## config.mk

```make
export PLATFORM = sky130hd
export DESIGN_NAME = bootbaud_top
export DESIGN_NICKNAME = d
export VERILOG_FILES = /design/src/rtl/bootbaud_pkg.sv /design/src/rtl/autobaud_datapath.sv /design/src/rtl/bootbaud_ctrl.sv /design/src/rtl/bootbaud_top.sv
export SDC_FILE = /design/constraint.sdc
export NUM_CORES = 1
export LEC_CHECK = 0
export BUFFER_PORTS_ARGS = -buffer_cell sky130_fd_sc_hd__buf_2
export CORE_AREA = 2 2 85 87
export CTS_BUF_LIST = sky130_fd_sc_hd__clkbuf_16
export CTS_CLUSTER_DIAMETER = 120
export DETAILED_ROUTE_END_ITERATION = 10
export DIE_AREA = 0 0 87 89
export SLEW_MARGIN = 20
export SYNTH_ARGS = -nofsm -noshare
export SYNTH_HDL_FRONTEND = slang
export SYNTH_SLANG_ARGS = --single-unit
```

## constraint.sdc

```tcl
create_clock -name clk -period 3 [get_ports clk]
set_input_delay 0.6 -clock clk [delete_from_list [all_inputs] [get_ports clk]]
set_output_delay 0.6 -clock clk [all_outputs]
set_load 0.02 [all_outputs]
```

## src/rtl/bootbaud_pkg.sv

```systemverilog
package bootbaud_pkg;

  // Strobes from the sequencer to the datapath
  typedef struct packed {
    logic startMeas;   // falling start edge seen: begin timing
    logic countLow;    // line still low: keep timing
    logic armSample;   // rate matched: preload half-bit offset
    logic stepSample;  // advance the bit sampler
    logic latchRate;   // capture rate code and divisor
  } ctrlStrb_t;

  typedef enum logic [2:0] {
    ST_IDLE, ST_WAIT, ST_MEAS, ST_SAMP, ST_CHECK, ST_LOCK, ST_PAR
  } bootState_t;

  // Clocks per bit for a rate code, given clocks per bit at the slowest rate
  function automatic int unsigned rateLen(int unsigned slowBit, logic [1:0] code);
    case (code)
      2'd0:    return slowBit;
      2'd1:    return slowBit >> 2;
      2'd2:    return slowBit >> 3;
      default: return slowBit >> 5;
    endcase
  endfunction

endpackage

```

## src/rtl/autobaud_datapath.sv

```systemverilog
module autobaud_datapath
  import bootbaud_pkg::*;
#(
  parameter int unsigned SLOW_BIT = 36864,
  parameter int unsigned DIVW     = $clog2(SLOW_BIT + 1)
) (
  input  logic            clk,
  input  logic            clr,
  input  logic            rxIn,
  input  ctrlStrb_t       strb,
  output logic            rxLow,
  output logic            rxFell,
  output logic            hitAny,
  output logic            lastSample,
  output logic            frameOk,
  output logic [1:0]      rateReg,
  output logic [DIVW-1:0] divReg
);

  localparam int unsigned CNT_MAX = SLOW_BIT + SLOW_BIT / 10 + 1;
  localparam int unsigned CW      = $clog2(CNT_MAX + 1);

  logic          rxMeta, rxSync, rxPrev;
  logic [CW-1:0] cnt;
  logic [3:0]    hitVec;
  logic [1:0]    hitCode;
  logic [CW-1:0] hitLen, armVal;
  logic          sampleNow;
  logic [3:0]    bitIdx;
  logic [7:0]    shiftReg;
  logic          stopBit;

  // Two-stage synchroniser plus edge history; idles high
  always_ff @(posedge clk) begin
    if (clr) begin
      rxMeta <= 1'b1;
      rxSync <= 1'b1;
      rxPrev <= 1'b1;
    end else begin
      rxMeta <= rxIn;
      rxSync <= rxMeta;
      rxPrev <= rxSync;
    end
  end

  assign rxLow  = !rxSync;
  assign rxFell = rxPrev && !rxSync;

  // One tolerance window per supported rate
  for (genvar g = 0; g < 4; g++) begin : g_win
    localparam int unsigned LEN = rateLen(SLOW_BIT, 2'(g));
    localparam int unsigned LO  = LEN - LEN / 10;
    localparam int unsigned HI  = LEN + LEN / 10;
    assign hitVec[g] = (cnt >= CW'(LO)) && (cnt <= CW'(HI));
  end

  always_comb begin
    hitCode = 2'd0;
    for (int i = 0; i < 4; i++)
      if (hitVec[i]) hitCode = 2'(i);
  end

  assign hitAny = |hitVec;
  assign hitLen = CW'(rateLen(SLOW_BIT, hitCode));
  assign armVal = hitLen - (hitLen >> 1);

  assign sampleNow  = strb.stepSample && (cnt == CW'(divReg));
  assign lastSample = sampleNow && (bitIdx == 4'd8);

  // Shared counter: start-bit width first, then bit-period timer
  always_ff @(posedge clk) begin
    if (clr)                  cnt <= '0;
    else if (strb.startMeas)  cnt <= CW'(1);
    else if (strb.countLow) begin
      if (cnt != CW'(CNT_MAX)) cnt <= cnt + 1'b1;
    end
    else if (strb.armSample)  cnt <= armVal;
    else if (strb.stepSample) cnt <= sampleNow ? CW'(1) : cnt + 1'b1;
  end

  always_ff @(posedge clk) begin
    if (clr) begin
      rateReg <= '0;
      divReg  <= '0;
    end else if (strb.latchRate) begin
      rateReg <= hitCode;
      divReg  <= DIVW'(rateLen(SLOW_BIT, hitCode));
    end
  end

  // LSB-first data shifter, then stop-bit capture
  always_ff @(posedge clk) begin
    if (clr || strb.armSample) begin
      bitIdx   <= '0;
      shiftReg <= '0;
      stopBit  <= 1'b0;
    end else if (sampleNow) begin
      bitIdx <= bitIdx + 1'b1;
      if (bitIdx == 4'd8) stopBit  <= rxSync;
      else                shiftReg <= {rxSync, shiftReg[7:1]};
    end
  end

  assign frameOk = (shiftReg == 8'h0D) && stopBit;

endmodule

```

## src/rtl/bootbaud_ctrl.sv

```systemverilog
module bootbaud_ctrl
  import bootbaud_pkg::*;
(
  input  logic       clk,
  input  logic       rstHold,
  input  logic       psenN,
  input  logic [1:0] selHi,
  input  logic       loadPulse,
  input  logic       rxLow,
  input  logic       rxFell,
  input  logic       hitAny,
  input  logic       lastSample,
  input  logic       frameOk,
  output ctrlStrb_t  strb,
  output logic       loadMode,
  output logic       parLoad,
  output logic       locked
);

  bootState_t state, nextState;
  logic       serialSel;

  assign serialSel = (selHi == 2'b11);

  always_comb begin
    nextState = state;
    strb      = '0;
    case (state)
      ST_IDLE:  if (!psenN) nextState = ST_WAIT;
      ST_WAIT: begin
        if (serialSel) begin
          if (rxFell) begin
            strb.startMeas = 1'b1;
            nextState      = ST_MEAS;
          end
        end else if (loadPulse) begin
          nextState = ST_PAR;
        end
      end
      ST_MEAS: begin
        if (rxLow) begin
          strb.countLow = 1'b1;
        end else if (hitAny) begin
          strb.latchRate = 1'b1;
          strb.armSample = 1'b1;
          nextState      = ST_SAMP;
        end else begin
          nextState = ST_WAIT;
        end
      end
      ST_SAMP: begin
        strb.stepSample = 1'b1;
        if (lastSample) nextState = ST_CHECK;
      end
      ST_CHECK: nextState = frameOk ? ST_LOCK : ST_WAIT;
      default:  nextState = state;
    endcase
  end

  always_ff @(posedge clk) begin
    if (!rstHold) state <= ST_IDLE;
    else          state <= nextState;
  end

  assign loadMode = (state != ST_IDLE);
  assign parLoad  = (state == ST_PAR);
  assign locked   = (state == ST_LOCK);

endmodule

```

## src/rtl/bootbaud_top.sv

```systemverilog
module bootbaud_top
  import bootbaud_pkg::*;
#(
  parameter int unsigned SLOW_BIT = 36864,
  parameter int unsigned DIVW     = $clog2(SLOW_BIT + 1)
) (
  input  logic            clk,
  input  logic            rstHold,
  input  logic            psenN,
  input  logic [1:0]      selHi,
  input  logic            loadPulse,
  input  logic            rxIn,
  output logic            loadMode,
  output logic            parLoad,
  output logic            locked,
  output logic [1:0]      rateCode,
  output logic [DIVW-1:0] divisor
);

  ctrlStrb_t       strb;
  logic            rxLow, rxFell, hitAny, lastSample, frameOk;
  logic [1:0]      rateReg;
  logic [DIVW-1:0] divReg;

  bootbaud_ctrl u_ctrl (
    .clk(clk), .rstHold(rstHold), .psenN(psenN), .selHi(selHi),
    .loadPulse(loadPulse), .rxLow(rxLow), .rxFell(rxFell), .hitAny(hitAny),
    .lastSample(lastSample), .frameOk(frameOk), .strb(strb),
    .loadMode(loadMode), .parLoad(parLoad), .locked(locked)
  );

  autobaud_datapath #(.SLOW_BIT(SLOW_BIT), .DIVW(DIVW)) u_dp (
    .clk(clk), .clr(!rstHold), .rxIn(rxIn), .strb(strb),
    .rxLow(rxLow), .rxFell(rxFell), .hitAny(hitAny), .lastSample(lastSample),
    .frameOk(frameOk), .rateReg(rateReg), .divReg(divReg)
  );

  assign rateCode = locked ? rateReg : 2'd0;
  assign divisor  = locked ? divReg  : '0;

endmodule

```

==> impl_metrics.json <==
{
  "switching_fraction_of_total_power_pct": 24.5,
  "crit_arrival_ns": 2.94,
  "combined_global_route_utilization_of_all_metal_layers_pct": 18.3,
  "place_hpwl_mm": 4.96,
  "power_frac_comb_pct": 6.5,
  "yosys.area_share.adder_pct": 2.82,
  "worst_endpoint_required_time_ns": 3.21,
  "finClkSkew_ns": 0.00591,
  "worstPathCellList": "inv_1, ha_1, o21ba_2, o21ai_0, a211oi_1, o21ai_1, nand4_1, a21oi_1",
  "ys_types": 60,
  "initialDrtViolationCount": 248,
  "worst_r2r_dst": "u_dp.bitIdx[1]$_SDFFE_PP0P_",
  "synth-main-ff-cell": "sky130_fd_sc_hd__dfxtp_1",
  "final_setup_fails": 0,
  "setup_repair_after_global_routing_missed_its_margin": "false",
  "synth_simple_gate_area_share_pct": 29.0,
  "routed_antenna_nets": 0,
  "critPathMaxStageDelay_ns": 0.55,
  "start_util_pct": 39.6,
  "global_route.overflow_total": 0,
  "synth_enable_flop_cells": 0,
  "finalHoldViolations": 0,
  "post_synthesis_xor_xnor_area_fraction_pct": 5.59,
  "synthToLayoutAreaGrowth_pct": 7.47,
  "clock_latency_ns": 0.28,
  "fmaxAchievable_ghz": 0.366,
  "syn-mean-instance-area_um2": 8.22,
  "first_global_vias": 2221,
  "grt_first_pass_wirelength_mm": 11.2,
  "max_slew_headroom_at_the_worst_pin_pct": 56.3,
  "vdd_drop_max_v": 0.000249,
  "clock_sink_count": 42,
  "vias": 2417,
  "netlist_area_um2": 2660,
  "die-width_um": 87,
  "ys_seq_area_share_pct": 31.6,
  "htree_levels": 2,
  "gpl.final_weighted_congestion": 0.973,
  "clkSlewWorstSetupHoldPaths_ns": 0.06,
  "place.port_buffers": 17,
  "hold_path_end": "u_dp.rxSync$_SDFF_PN1_",
  "critPathKind": "reg -> reg",
  "route.final.wire_length_mm": 6.63,
  "nets": 342,
  "share_seq_of_total_power_pct": 48.5,
  "via_per_inst": 5.90,
  "leading_area_contributor_after_synthesis": "sky130_fd_sc_hd__dfxtp_1",
  "tritoncts": "built",
  "layout-drive-gt1-share_pct": 13.3,
  "total_leakage_power_nw": 1.04,
  "timing.setup.tns_ns": 0,
  "post-route-drc-count": 0,
  "end_kind": "flip-flop",
  "cts.hold.buffers_added": 0,
  "ctsLongestPathBuffers": 2,
  "core_region_area_um2": 6720,
  "synth_area_in_compound_gates_pct": 19.3,
  "power_density_nw_per_um2": 415,
  "timing.critical_path.from_type": "flip-flop",
  "grt_antenna_before_repair": 0,
  "synth.mux.area_fraction_pct": 3.38,
  "critical_path.n_buffers_inverters": 1,
  "cts_setup_buffers": 0,
  "clkPwrFrac_pct": 45.0,
  "ys_async_sr_fraction_pct": 0,
  "critical_path.slowest_cell": "sky130_fd_sc_hd__nand4_1",
  "run_status": "finished clean",
  "post-route-period-util_pct": 91.1,
  "final_critical_path_setup_slack_ns": 0.268,
  "r2r.worst_path.cells": 8,
  "die_h_um": 89,
  "place_worst_setup_slack_ns": 0.301,
  "p_sw_mw": 0.291,
  "postcts_resize_cnt": 0,
  "antenna_cells_inserted": 0,
  "cellInternalPower_mw": 0.896,
  "timing.final.max_slew_violations": 0,
  "timing_worst_slew_pin_value_ns": 0.651,
  "worst_hold_startpoint": "u_dp.rxMeta$_SDFF_PN1_",
  "cell_count_after_synthesis": 324,
  "drv_cap": 0,
  "root_buffer": "sky130_fd_sc_hd__clkbuf_16",
  "tritonroute_pass_1_iters": 5,
  "leading_post_synthesis_cells_by_cell_area": "sky130_fd_sc_hd__dfxtp_1, sky130_fd_sc_hd__nor2_1, sky130_fd_sc_hd__xnor2_1",
  "worstHoldPathCells": 1,
  "synth.ff_latch_count": 42,
  "period_minus_slack_ns": 2.73,
  "whs_ns": 0.407,
  "rrSetupSlack_ns": 0.27,
  "floorplan.die_area_um2": 7740,
  "cts_buffers": 5,
  "regToRegStartpoint": "u_dp.cnt[1]$_SDFFE_PP0P_",
  "critical_path.top_delay_family": "compound AO/OA/AOI/OAI gates",
  "main_combinational_cell_family_by_area_after_synthesis": "simple AND/OR/NAND/NOR gates",
  "worstHoldPathType": "reg -> reg",
  "floorplan.io_pins": 28,
  "worst-path-max-fanout": 13,
  "grt_start_max_net_pins": 17,
  "row_count": 30,
  "ys.warnings.count": 0,
  "detail_route.wl_per_cell_um": 16.2,
  "synth_top_area_share_pct": 31.6
}
==> power by group through the flow <==
| stage | logic [mW] | registers (mW) | clock network [mW] |
|---|---|---|---|
| floorplan | 0.0714 | 0.581 | 0 |
| global placement | 0.0766 | 0.588 | 0 |
| detailed placement | 0.0760 | 0.588 | 0 |
| CTS | 0.0765 | 0.575 | 0.542 |
| global route | 0.0855 | 0.577 | 0.569 |
| finish | 0.0769 | 0.575 | 0.535 |
==> layout by cell type, fill, tap and decap left out, drive strengths merged, types with 3 or more instances in the layout <==
master  Yosys  final
conb        1     10
a211oi     11     11
nand2b      5      5
nor4b       3      3
xor2        4      4
xnor2      13     13
nand4      12     12
o31ai       3      3
mux2i       9      9
a32o        3      3
inv         6      6
nor3       13     13
nand3      11     11
ha          6      6
a21oi      15     15
o2111a      3      3
o211ai      3      3
o31a        3      3
nand2      26     26
clkbuf      8      5
o211a       3      3
or3         4      4
o21ai      12     12
buf        24     21
dfxtp      42     42
nor4        6      6
nor2       39     39
and2        7      7
==> area by class of cell <==
cell class,instances,area (µm²)
Clock buffer,5,125
Inverter,6,22.5
Timing Repair Buffer,21,115
Tap cell,80,100
Multi-Input combinational cell,253,1640
Fill cell,668,3860
Sequential cell,42,841
Clock inverter,3,21.3
==> logic make-up (layout without fill, tap and decap cells) <==
group	Yosys count	in the layout
simple gates	142	142
compound gates	69	69
flops	42	42
buf+inv	38	35
xor+xnor	17	17
mux	9	9
fa+ha+maj	6	6
other cells	1	10
==> synthesized netlist by cell type, drive strengths merged (9+ instances only) <==
| master | instances |
|---|---|
| o21ai | 12 |
| nand3 | 11 |
| dfxtp | 42 |
| nor3 | 13 |
| a21oi | 15 |
| nand2 | 26 |
| nand4 | 12 |
| xnor2 | 13 |
| nor2 | 39 |
| mux2i | 9 |
| a211oi | 11 |
| buf | 24 |
==> routing by layer <==
metal  GRT usage, %  up-vias  wire (µm)
met5              0        -          0
met4           7.95        0        165
met3           2.95       15        396
met2           29.1      114       3050
met1           24.4     1128       3020
li1               -     1160          -
==> state kept, by name (all words and copies together), names as in the netlist, 2 cells and up <==
register and count:
u_dp.bitIdx 4, u_dp.cnt 16, u_ctrl.state 3, u_dp.divReg 5, u_dp.rateReg 2, u_dp.shiftReg 8
==> how the worst max path moves through the flow <==
stage	endpoint	from	slack, ns	cells past startpoint
floorplan	u_dp.cnt[7]$_SDFFE_PP0P_	u_dp.cnt[13]$_SDFFE_PP0P_	0.77	9
global placement	u_dp.rateReg[1]$_SDFFE_PN0N_	u_dp.cnt[0]$_SDFFE_PN0P_	0.23	8
CTS	u_dp.bitIdx[1]$_SDFFE_PP0P_	u_dp.cnt[0]$_SDFFE_PN0P_	0.28	8
global route	u_dp.shiftReg[4]$_SDFFE_PP0P_	u_dp.cnt[0]$_SDFFE_PN0P_	0.009	8
finish	u_dp.bitIdx[1]$_SDFFE_PP0P_	u_dp.cnt[1]$_SDFFE_PP0P_	0.27	8
detailed placement	u_dp.bitIdx[1]$_SDFFE_PP0P_	u_dp.cnt[0]$_SDFFE_PN0P_	0.30	8
==> per-stage QoR <==
stage                     cell area (µm²)  power (mW)  std cells  utilization (%)
final                                2860        1.19        410             42.6
after detailed placement             2720       0.664        402             40.4
after global routing                 2860        1.23        410             42.6
after global placement               2720       0.665        402             40.4
after CTS                            2860        1.19        410             42.6
after floorplan                      2700       0.652        333                -
Note: power is estimated with default switching activity, not from simulation.
